**src/rtl/lpm_pkg.sv**
```systemverilog
package lpm_pkg;

  localparam int LVL_W = 3;

  // Field positions within the 8-bit registers
  localparam int WCR_PERMIT_BIT = 7;
  localparam int WCR_LVL_LSB    = 4;
  localparam int MCR_SEL_LSB    = 3;
  localparam int MCR_FLAG_BIT   = 0;

  localparam int ADDR_WAKE = 0;
  localparam int ADDR_MODE = 1;

  typedef enum logic [1:0] {
    MODE_RUN  = 2'b00,
    MODE_DOZE = 2'b01,
    MODE_WAIT = 2'b10,
    MODE_STOP = 2'b11
  } lpMode_t;

  localparam int NUM_MODES = 4;

  // Configuration seen by the control path
  typedef struct packed {
    logic             stopPermit;
    logic [LVL_W-1:0] wakeLvl;
    lpMode_t          modeSel;
  } lpCfg_t;

  // Strobes from control to datapath
  typedef struct packed {
    logic setRefused;
  } ctlStrobe_t;

endpackage

```
**src/rtl/lpm_regs.sv**
```systemverilog
module lpm_regs
  import lpm_pkg::*;
#(
  parameter int ADDR_W = 2,
  parameter int DATA_W = 8
) (
  input  logic              clk,
  input  logic              rstN,
  input  logic [ADDR_W-1:0] busAddr,
  input  logic [DATA_W-1:0] busWrData,
  input  logic              busWr,
  input  logic              busRd,
  input  logic              busSuper,
  output logic [DATA_W-1:0] busRdData,
  output logic              busErr,
  input  ctlStrobe_t        strobe,
  output lpCfg_t            cfg
);

  localparam int SEL_W = $bits(lpMode_t);

  logic             permitQ;
  logic [LVL_W-1:0] lvlQ;
  lpMode_t          selQ;
  logic             refusedQ;

  logic accessAny;
  logic wrOk;
  logic rdOk;
  logic hitWake;
  logic hitMode;
  logic clearReq;

  assign accessAny = busWr | busRd;
  assign busErr    = accessAny & ~busSuper;
  assign wrOk      = busWr & busSuper;
  assign rdOk      = busRd & busSuper;
  assign hitWake   = (busAddr == ADDR_W'(ADDR_WAKE));
  assign hitMode   = (busAddr == ADDR_W'(ADDR_MODE));
  assign clearReq  = wrOk & hitMode & busWrData[MCR_FLAG_BIT];

  always_ff @(posedge clk or negedge rstN) begin
    if (!rstN) begin
      permitQ <= 1'b0;
      lvlQ    <= '0;
    end else if (wrOk && hitWake) begin
      permitQ <= busWrData[WCR_PERMIT_BIT];
      lvlQ    <= busWrData[WCR_LVL_LSB +: LVL_W];
    end
  end

  always_ff @(posedge clk or negedge rstN) begin
    if (!rstN) begin
      selQ <= MODE_RUN;
    end else if (wrOk && hitMode) begin
      selQ <= lpMode_t'(busWrData[MCR_SEL_LSB +: SEL_W]);
    end
  end

  // A refusal has priority over a write-one-to-clear in the same cycle
  always_ff @(posedge clk or negedge rstN) begin
    if (!rstN) begin
      refusedQ <= 1'b0;
    end else if (strobe.setRefused) begin
      refusedQ <= 1'b1;
    end else if (clearReq) begin
      refusedQ <= 1'b0;
    end
  end

  always_comb begin
    busRdData = '0;
    if (rdOk) begin
      if (hitWake) begin
        busRdData[WCR_PERMIT_BIT]          = permitQ;
        busRdData[WCR_LVL_LSB +: LVL_W]    = lvlQ;
      end else if (hitMode) begin
        busRdData[MCR_SEL_LSB +: SEL_W]    = selQ;
        busRdData[MCR_FLAG_BIT]            = refusedQ;
      end
    end
  end

  assign cfg.stopPermit = permitQ;
  assign cfg.wakeLvl    = lvlQ;
  assign cfg.modeSel    = selQ;


  user_access_no_effect_chk: assert property (@(posedge clk) disable iff (!rstN)
    busErr |=> ($stable(permitQ) && $stable(lvlQ) && $stable(selQ)));


  user_write_keeps_flag_chk: assert property (@(posedge clk) disable iff (!rstN)
    (busErr && !strobe.setRefused) |=> $stable(refusedQ));


  refusal_sets_flag_chk: assert property (@(posedge clk) disable iff (!rstN)
    strobe.setRefused |=> refusedQ);

endmodule

```
**src/rtl/lpm_fsm.sv**
```systemverilog
module lpm_fsm
  import lpm_pkg::*;
#(
  parameter int          STAT_W    = 4,
  parameter logic [STAT_W-1:0] HALT_CODE = 4'hD
) (
  input  logic              clk,
  input  logic              rstN,
  input  logic [STAT_W-1:0] cpuStatus,
  input  logic [LVL_W-1:0]  irqLevel,
  input  lpCfg_t            cfg,
  output ctlStrobe_t        strobe,
  output logic [NUM_MODES-1:0] modeOneHot,
  output logic              wakePulse
);

  localparam logic [LVL_W-1:0] LVL_TOP = '1;

  lpMode_t stateQ, stateD;
  logic    haltPrevQ;
  logic    haltNow;
  logic    haltRise;
  logic    wakeHit;
  logic    wakeD;
  logic    wakeQ;

  assign haltNow  = (cpuStatus == HALT_CODE);
  assign haltRise = haltNow & ~haltPrevQ;
  assign wakeHit  = (irqLevel > cfg.wakeLvl) || (irqLevel == LVL_TOP);

  always_comb begin
    stateD            = stateQ;
    wakeD             = 1'b0;
    strobe.setRefused = 1'b0;
    unique case (stateQ)
      MODE_RUN: begin
        if (haltRise) begin
          unique case (cfg.modeSel)
            MODE_DOZE: stateD = MODE_DOZE;
            MODE_WAIT: stateD = MODE_WAIT;
            MODE_STOP: begin
              if (cfg.stopPermit) stateD = MODE_STOP;
              else                strobe.setRefused = 1'b1;
            end
            default: stateD = MODE_RUN;
          endcase
        end
      end
      default: begin
        if (wakeHit) begin
          stateD = MODE_RUN;
          wakeD  = 1'b1;
        end
      end
    endcase
  end

  always_ff @(posedge clk or negedge rstN) begin
    if (!rstN) begin
      stateQ    <= MODE_RUN;
      haltPrevQ <= 1'b0;
      wakeQ     <= 1'b0;
    end else begin
      stateQ    <= stateD;
      haltPrevQ <= haltNow;
      wakeQ     <= wakeD;
    end
  end

  for (genvar m = 0; m < NUM_MODES; m++) begin : g_modeDecode
    assign modeOneHot[m] = (stateQ == lpMode_t'(m));
  end

  assign wakePulse = wakeQ;


  mode_onehot_chk: assert property (@(posedge clk) disable iff (!rstN)
    $countones(modeOneHot) == 1);


  wake_in_run_chk: assert property (@(posedge clk) disable iff (!rstN)
    wakePulse |-> modeOneHot[MODE_RUN]);


  wake_single_cycle_chk: assert property (@(posedge clk) disable iff (!rstN)
    wakePulse |=> !wakePulse);


  stop_needs_permit_chk: assert property (@(posedge clk) disable iff (!rstN)
    $rose(modeOneHot[MODE_STOP]) |-> $past(cfg.stopPermit));


  entry_on_halt_rise_chk: assert property (@(posedge clk) disable iff (!rstN)
    $fell(modeOneHot[MODE_RUN]) |-> $past(haltRise));

endmodule

```
**src/rtl/lpm_ctrl.sv**
```systemverilog
module lpm_ctrl
  import lpm_pkg::*;
#(
  parameter int ADDR_W = 2,
  parameter int DATA_W = 8,
  parameter int STAT_W = 4,
  parameter logic [STAT_W-1:0] HALT_CODE = 4'hD
) (
  input  logic              clk,
  input  logic              rstN,
  input  logic [ADDR_W-1:0] busAddr,
  input  logic [DATA_W-1:0] busWrData,
  input  logic              busWr,
  input  logic              busRd,
  input  logic              busSuper,
  output logic [DATA_W-1:0] busRdData,
  output logic              busErr,
  input  logic [STAT_W-1:0] cpuStatus,
  input  logic [LVL_W-1:0]  irqLevel,
  output logic              modeRun,
  output logic              modeDoze,
  output logic              modeWait,
  output logic              modeStop,
  output logic              wakePulse
);

  lpCfg_t                cfg;
  ctlStrobe_t            strobe;
  logic [NUM_MODES-1:0]  modeOneHot;

  lpm_regs #(
    .ADDR_W (ADDR_W),
    .DATA_W (DATA_W)
  ) u_regs (
    .clk       (clk),
    .rstN      (rstN),
    .busAddr   (busAddr),
    .busWrData (busWrData),
    .busWr     (busWr),
    .busRd     (busRd),
    .busSuper  (busSuper),
    .busRdData (busRdData),
    .busErr    (busErr),
    .strobe    (strobe),
    .cfg       (cfg)
  );

  lpm_fsm #(
    .STAT_W    (STAT_W),
    .HALT_CODE (HALT_CODE)
  ) u_fsm (
    .clk        (clk),
    .rstN       (rstN),
    .cpuStatus  (cpuStatus),
    .irqLevel   (irqLevel),
    .cfg        (cfg),
    .strobe     (strobe),
    .modeOneHot (modeOneHot),
    .wakePulse  (wakePulse)
  );

  assign modeRun  = modeOneHot[MODE_RUN];
  assign modeDoze = modeOneHot[MODE_DOZE];
  assign modeWait = modeOneHot[MODE_WAIT];
  assign modeStop = modeOneHot[MODE_STOP];

endmodule

```
**config.mk**
```make
export PLATFORM = sky130hd
export DESIGN_NAME = lpm_ctrl
export DESIGN_NICKNAME = d
export VERILOG_FILES = /design/src/rtl/lpm_pkg.sv /design/src/rtl/lpm_regs.sv /design/src/rtl/lpm_fsm.sv /design/src/rtl/lpm_ctrl.sv
export SDC_FILE = /design/constraint.sdc
export NUM_CORES = 1
export LEC_CHECK = 0
export BUFFER_PORTS_ARGS = -buffer_cell sky130_fd_sc_hd__buf_2
export CAP_MARGIN = 20
export CELL_PAD_IN_SITES_DETAIL_PLACEMENT = 1
export CELL_PAD_IN_SITES_GLOBAL_PLACEMENT = 2
export CORE_MARGIN = 10
export CORE_UTILIZATION = 25
export CTS_BUF_LIST = sky130_fd_sc_hd__clkbuf_4
export DETAILED_ROUTE_END_ITERATION = 10
export PLACE_DENSITY = 0.84
export SLEW_MARGIN = 40
export SYNTH_ARGS = -nofsm -noshare
export SYNTH_HDL_FRONTEND = slang
export SYNTH_HIERARCHICAL = 1
export SYNTH_SLANG_ARGS = --single-unit
```
**constraint.sdc**
```tcl
create_clock -name clk -period 1.7 [get_ports clk]
set_input_delay 0.17 -clock clk [delete_from_list [all_inputs] [get_ports clk]]
set_output_delay 0.17 -clock clk [all_outputs]
set_load 0.01 [all_outputs]
```
* Word level (Yosys, flattened, before mapping)
Cells that the tools add are included.
** Word-level totals
- Flip-flop bits (word level) :: 11
- Latch bits :: 0
- RAM bits :: 0
- Memory bits (read-only) :: 0
- Input bits :: 22
- Output and inout port bits :: 14
- Memories kept :: 0
** Cells by class
- Add/subtract/negate cells :: 0
- $mul :: 0
- Div/mod/pow operators :: 0
- $lt $le $gt $ge :: 1
- Eq/ne operators :: 11
- Shift-type cells :: 0
- Mux-type cells :: 21
- Bitwise logic cells :: 9
- Reduce and logical (&&, ||, !) cells :: 8
** Operator list (number)
- $mux 1 :: 13
- $mux 2 :: 5
- $eq 2x2->1 const B :: 4
- $and 1x1->1 :: 6
- $eq 2x1->1 const B :: 3
- $pmux 2 s3 :: 1
- $mux 5 :: 1
- $eq 4x4->1 const B :: 1
- $logic_not 2->1 :: 2
- $reduce_bool 2->1 :: 2
- $eq 3x3->1 const B :: 1
- $gt 3x3->1 :: 1
- $mux 3 :: 1
- $ne 3x3->1 const B :: 1
- $reduce_and 3->1 :: 1
- $logic_and 1x1->1 :: 2
- $ne 2x1->1 const B :: 1
- $not 1->1 :: 2
- $logic_or 1x1->1 :: 1
- $or 1x1->1 :: 1

* Depth between registers and ports, before layout
Gate-level depths: netlist (run 1).
- Depth in word-level cells :: 5
- Gate-level depth with buffers :: 6

* Hierarchy
The synthesis (run 1) kept the hierarchy.
** Modules (own cells, without submodules)
- lpm_regs :: times used 1, cells each 32, area an instance 402.9 um2, seq. area each 175.2 um2
- lpm_fsm :: times used 1, cells each 32, area an instance 279.0 um2, seq. area each 100.1 um2

* Least setup slack after synthesis (run 1)
Ideal clock, no wire load.
- Path kind :: flip-flop to flip-flop
- From :: register u_regs.lvlQ[1]
- To :: register u_fsm.wakeQ, in the netlist u_fsm/wakePulse
- Library setup time :: 0.121 ns
- Data arrival time :: 1.154 ns
- Data required time :: 1.579 ns
- Path slack :: 0.425 ns
- Stages on the path, launching flop included :: 7
- Clock period less this slack :: 1.275 ns
- Cell sequence :: dfrtp_1 -> inv_1 -> ha_1 -> nor2b_1 -> o21ai_0 -> a32oi_1 -> o22a_1
** Between the ends
- Longest elaborated chain between the ends :: 4
** RTL lines
- start: declaration :: line lpm_regs.sv:23 : logic [LVL_W-1:0] lvlQ;
- start signal: assignment :: line lpm_regs.sv:48 : lvlQ <= busWrData[WCR_LVL_LSB +: LVL_W];
- $gt 3x3->1 :: line lpm_fsm.sv:29 : assign wakeHit = (irqLevel > cfg.wakeLvl) || (irqLevel == LVL_TOP);
- $logic_or 1x1->1 :: line lpm_fsm.sv:29
- $mux 1 :: line lpm_fsm.sv:50 : if (wakeHit) begin
- $mux 1 :: line lpm_fsm.sv:35 : unique case (stateQ)
- named net u_fsm.wakeD :: line lpm_fsm.sv:24 : logic wakeD;
- end signal: assignment :: line lpm_fsm.sv:66 : wakeQ <= wakeD;
- end: declaration :: line lpm_fsm.sv:25 : logic wakeQ;
The timed path passes the listed nets, and every way through them passes these cells.
A chain may end at the register's enable or synchronous reset.

* Worst setup path after layout (run 1)
- From :: register u_regs.lvlQ[1]
- To :: register u_fsm.stateQ[1]
** Between the ends
- Longest elaborated chain between the ends :: 4
** RTL lines
- $gt 3x3->1 :: line lpm_fsm.sv:29
- $logic_or 1x1->1 :: line lpm_fsm.sv:29
- $reduce_bool 2->1 (no line)
- $reduce_and 3->1 (no line)
- end signal: assignment :: line lpm_fsm.sv:64 : stateQ <= stateD;
- end: declaration :: line lpm_fsm.sv:19 : lpMode_t stateQ, stateD;
Every way passes these cells.

==> results of run 1 <==
-- worst paths after layout --
check | from | to | slack [ps] | cells after the start
min in group asynchronous | rstN | u_fsm/haltPrevQ | 300 | 2
max in group asynchronous | rstN | u_regs/lvlQ[1] | 1190 | 2
min | busWrData[5] | u_regs/lvlQ[1] | 140 | 2
max reg2reg | u_regs/lvlQ[1] | u_fsm/stateQ[1] | 270 | 6
max | u_regs/lvlQ[1] | u_fsm/stateQ[1] | 270 | 6
min reg2reg | u_regs/refusedQ | u_regs/refusedQ | 520 | 1
-- through the flow --
step	setup slack, ps	power (mW)	util [%]	cell area [µm²]	hold WS, ps
2_1_floorplan	424.5	0.4694	-	685.7	-125.6
3_3_place_gp	305.4	0.5268	33.63	855.8	51.60
3_5_place_dp	236.5	0.5436	33.63	855.8	60.84
4_1_cts	225.4	0.7455	35.20	895.9	129.6
5_1_grt	53.03	0.7889	35.20	895.9	111.8
6_report	268.4	0.7341	35.20	895.9	135.2
-- sequential cells by signal, summed over array words and instances (netlist names) --
name and count:
u_regs/lvlQ 3, u_fsm/stateQ 2, u_regs/selQ 2, u_fsm/haltPrevQ 1
u_fsm/wakePulse 1, u_regs/permitQ 1, u_regs/refusedQ 1
-- routing by layer --
layer | global-route usage [%] | part of all wire, % | vias up
li1 | - | - | 288
met1 | 7.903 | 43 | 274
met2 | 11.56 | 47 | 25
met3 | 3.401 | 8.6 | 2
met4 | 2.581 | 1.2 | 0
met5 | 0 | 0 | -
-- placed cells by master (no fill, tap or decap), types with 2 or more instances in the layout --
cell type / instances
and2_1: 4
and3_2: 3
and3b_1: 2
buf_2: 31
clkbuf_4: 4
conb_1: 2
dfrtp_1: 11
ha_1: 3
inv_1: 5
mux2_2: 2
mux2_4: 4
nand2_1: 3
nand2b_1: 2
nand3_1: 2
nor2_1: 3
nor2b_1: 5
o21ai_0: 2
o22a_1: 2
-- logic make-up (layout without fill, tap and decap cells) --
kind of cell	after synthesis	after routing	synth area share (%)
multiplexers	7	7	13.58
AO/OA/AOI/OAI	6	6	6.240
AND/OR/NAND/NOR	28	28	27.71
buffers and inverters	8	41	6.055
other	1	2	0.5499
adder cells (fa/ha/maj)	3	3	5.505
flip-flops	11	11	40.37
-- critical path, cell delays in order, from the launching register on --
cell	delay, ps
dfrtp_1	370
inv_1	50
ha_1	280
nor2b_1	140
o21ai_0	80
a32oi_1	250
o21ai_0	140
-- power by group through the flow --
stage	logic, mW	clock network (mW)	registers, mW
finish	0.190	0.200	0.344
global route	0.215	0.221	0.353
detailed placement	0.193	0	0.351
global placement	0.181	0	0.346
CTS	0.195	0.205	0.346
floorplan	0.135	0	0.335
-- area by class of cell --
cell class              instances  area, µm²  area share (%)
clock buffers                   4      30.03           3.352
inverters                       5      18.77           2.095
multi-input cells              46      369.1           41.20
flip-flops and latches         11      275.3           30.73
well taps                      30      37.54           4.190
repair buffers                 32      165.2           18.44
==> impl_results.md, run 1 <==
* Int Power at 519.1 µW
* Sequential power share at 46.9%
* WL per Instance at 14.47 µm
* Largest cells by area after synthesis: dfrtp_1, mux2_4, ha_1
* Chip width at 72.23 µm
* F_max at 698.5 MHz
* TritonCTS clock tree: built
* TNS Setup at 0 ps
* Cells after Synth at 64
* Root buffer cell: clkbuf_4
* Num Clock Sinks at 11
* CP required at 1850 ps
* Final period utilization at 84.21%
* Core Box Area at 2545 µm²
* Clk_skew at 3.568 ps
* Hold Crit Class: in2reg
* Power Dens Cells at 819.5 nW/µm²
* Post-CTS resize count at 0
* Ports at 36
* Vias in the first global route at 630
* Crit path DAT at 1580 ps
* Port Buffers at 31
* Initial Utilization at 26.79%
* Net Switching at 215.0 µW
* RSZ-0062 raised after global routing: no
* Sw frac at 29.29%
* Crit-path max FO at 3
* Synth Flop Type: dfrtp_1
* Clk network pwr share at 27.2%
* CTS Buf Count at 3
* GRT Overall Usage at 7.127%
* First-pass GRT wire length at 3.015 mm
* Synth warn at 6
* Pin count of the biggest net entering global routing at 12
* # fillers at 313
* Synth top area share at 40.37%
* DRC errors left at 0
* Crit path kind: reg2reg
* Post-DP HPWL at 1.593 mm
* Worst vdd ir at 0.4036 mV
* Synth top cells by count: dfrtp_1, inv_1, nor2b_1, and2_1, mux2_4
* Cell total after placement at 123
* Worst Setup End Kind: flop
* Antenna-violating nets left at 0
* Routed wire length at 1.852 mm
* Via count at 589
* CTS max path bufs at 2
* Initial antenna violation count at 0
* DRT Pass-1 Iters at 4
* Outcome: complete, no violations
* Drt via density at 4.602
* Initial drt markers at 21
* Post-CTS setup buffers at 0
* Share of flip-flops with an asynchronous set or reset at 100.0%
* Syn Area/Cell at 10.65 µm²
* Max-cap viol count at 0
* Pleak at 0.5011 nW
* Count leader, synth: dfrtp_1
* Min Tclk post-route at 1432 ps
* Final setup vio count at 0
* Area leader, netlist: dfrtp_1
* Post-route insts no fill at 128
* Nets@finish at 124
* H-tree levels at 1
* Setup crit start kind: flop
* CTS hold repair buffers at 1
* EDFF count, synth at 0
* Mapped cell area at 681.9 µm²
* Grt ovf at 0
* Std cell rows at 18
* Worst-Skew Late Latency at 270 ps
* Register area share after synthesis at 40.37%
* Clk slew on worst S/H paths at 80 ps
* RD Place Congestion at 0.6843
* Die height at 72.23 µm
* Number of synthesized register bits at 11
* Share of layout cells above drive strength 1 at 46.94%
* Final hold vios at 0
* Slew Viols, Final at 0
* Library cells used by synthesis at 24
* Antenna cells at 0
* Die area at 5216 µm²
* Area Overhead vs Synth at 31.38%
* Gate power share at 25.9%
No activity file was read; power rests on OpenSTA's default activity.
==> run 2, diff against run 1 <==
--- a/config.mk
+++ b/config.mk
@@ -10,10 +10,10 @@
 export CELL_PAD_IN_SITES_DETAIL_PLACEMENT = 1
 export CELL_PAD_IN_SITES_GLOBAL_PLACEMENT = 2
 export CORE_MARGIN = 10
-export CORE_UTILIZATION = 25
+export CORE_UTILIZATION = 23
 export CTS_BUF_LIST = sky130_fd_sc_hd__clkbuf_4
 export DETAILED_ROUTE_END_ITERATION = 10
-export PLACE_DENSITY = 0.84
+export PLACE_DENSITY = 0.82
 export SLEW_MARGIN = 40
 export SYNTH_ARGS = -nofsm -noshare
 export SYNTH_HDL_FRONTEND = slang
==> constraint.sdc (replaced) <==
create_clock -name clk -period 1.3 [get_ports clk]
set_input_delay 0.13 -clock clk [delete_from_list [all_inputs] [get_ports clk]]
set_output_delay 0.13 -clock clk [all_outputs]
set_load 0.01 [all_outputs]
==> impl_results.md, run 2 (synthesis gave the netlist of run 1 again) <==
* Ports at 36
* Worst-Skew Late Latency at 270 ps
* Post-DP Area at 879.6 µm²
* Root buffer cell: clkbuf_4
* Grt ovf at 0
* DRT Pass-1 Iters at 4
* GRT Overall Usage at 7.782%
* Tot Pwr at 1.056 mW
* First-pass GRT wire length at 3.346 mm
* Core Box Area at 2805 µm²
* Final hold vios at 0
* DRC errors left at 0
* Cell total after placement at 127
* Drt via density at 4.515
* Largest Register: u_regs/lvlQ
* Crit path DAT at 1470 ps
* TNS Setup at -53.64 ps
* Power Dens Cells at 1084 nW/µm²
* Std cell rows at 19
* Commonest cells after routing, fill and taps aside: buf_2, dfrtp_1, buf_4
* RSZ-0062 raised after global routing: yes
* Pleak at 0.5352 nW
* Largest regs: u_regs/lvlQ (3), u_fsm/stateQ (2), u_regs/selQ (2)
* Max-cap viol count at 0
* TritonCTS clock tree: built
* Port Buffers at 31
* CTS Buf Count at 3
* Clk slew on worst S/H paths at 80 ps
* # fillers at 338
* Initial drt markers at 2
* Hold Crit Class: in2reg
* Antenna cells at 0
* Vias in the first global route at 733
* Via count at 605
* H-tree levels at 1
* Final Core Density at 34.75%
* Final setup vio count at 3
* Worst vdd ir at 0.4867 mV
* Final WS setup at -24.63 ps
* Slew Viols, Final at 0
* Violated checks: setup timing
* Nets@finish at 129
* Die area at 5543 µm²
* Num Clock Sinks at 11
* Initial Utilization at 24.31%
* WL per Instance at 15.04 µm
* Crit path kind: reg2reg
* Outcome: finished with violations
* CP required at 1440 ps
* Max FFs per register at 3
* Min Tclk post-route at 1325 ps
* Pin count of the biggest net entering global routing at 12
* Share of layout cells above drive strength 1 at 55.34%
* Routed wire length at 2.016 mm
* Setup crit start kind: flop
* Design Area, Final at 974.7 µm²
* Final period utilization at 101.9%
* Chip width at 74.45 µm
* Crit-path max FO at 3
* Clk_skew at 6.564 ps
* Post-route insts no fill at 134
* Antenna-violating nets left at 0
* F_max at 754.9 MHz
* Initial antenna violation count at 0
* Area Overhead vs Synth at 42.94%
* Die height at 74.45 µm
* RD Place Congestion at 0.7076
* Post-DP HPWL at 1.682 mm
* Leading cell type in the layout, fill and taps excluded: buf_2
* CTS max path bufs at 2
* Worst Setup End Kind: flop
run 2: area by class of cell:
cell class	instances	area [µm²]	area share [%]
Multi-Input combinational cell	46	402.9	41.33
Inverter	5	18.77	1.926
Clock buffer	4	30.03	3.081
Tap cell	31	38.79	3.979
Sequential cell	11	275.3	28.24
Timing Repair Buffer	37	209.0	21.44
run 2: per-layer routing:
layer	up-vias	track usage, %	share of wire [%]
met3	2	1.197	4.8
met2	17	15.66	57
met5	-	0	0
met1	291	7.399	37
met4	0	3.782	1.3
li1	295	-	-
run 2: report_power, final:
group / total [mW] / leakage [nW] / switching (mW) / internal, mW
sequential: 0.445 / 0.141 / 0.0468 / 0.398
combinational: 0.351 / 0.376 / 0.149 / 0.202
clock: 0.261 / 0.0184 / 0.121 / 0.139
run 2: final timing paths:
kind / depth (start not counted) / slack [ps] / startpoint / to
max: 6 / -20 / u_regs/lvlQ[1] / u_fsm/stateQ[1]
min: 2 / 90 / busWrData[3] / u_regs/selQ[0]
max reg2reg: 6 / -20 / u_regs/lvlQ[1] / u_fsm/stateQ[1]
min reg2reg: 1 / 520 / u_regs/refusedQ / u_regs/refusedQ
max in group asynchronous: 2 / 820 / rstN / u_fsm/wakePulse
min in group asynchronous: 2 / 270 / rstN / u_regs/lvlQ[0]
run 2: metrics by stage:
step                      worst slack (ps)  hold slack, ps
final                               -24.63           91.50
after global routing                -90.94           84.98
after CTS                           -46.64           87.93
after detailed placement            -157.3           16.24
after global placement              -35.21           6.580
after floorplan                      24.53          -165.6
run 2: critical path, cell delays in order (launching register included):
cell	delay [ps]
dfrtp_1	370
inv_2	60
ha_4	260
nor2b_4	130
o21ai_2	60
a32oi_2	220
o21ai_1	110
run 2: repair_timing:
action | CTS | global route
pin swaps | 5 | 3
setup buffers | 2 | 0
gates resized for setup | 9 | 0
setup endpoints to repair | 3 | 4
hold buffers | 1 | 0
hold endpoints to repair | 11 | 0
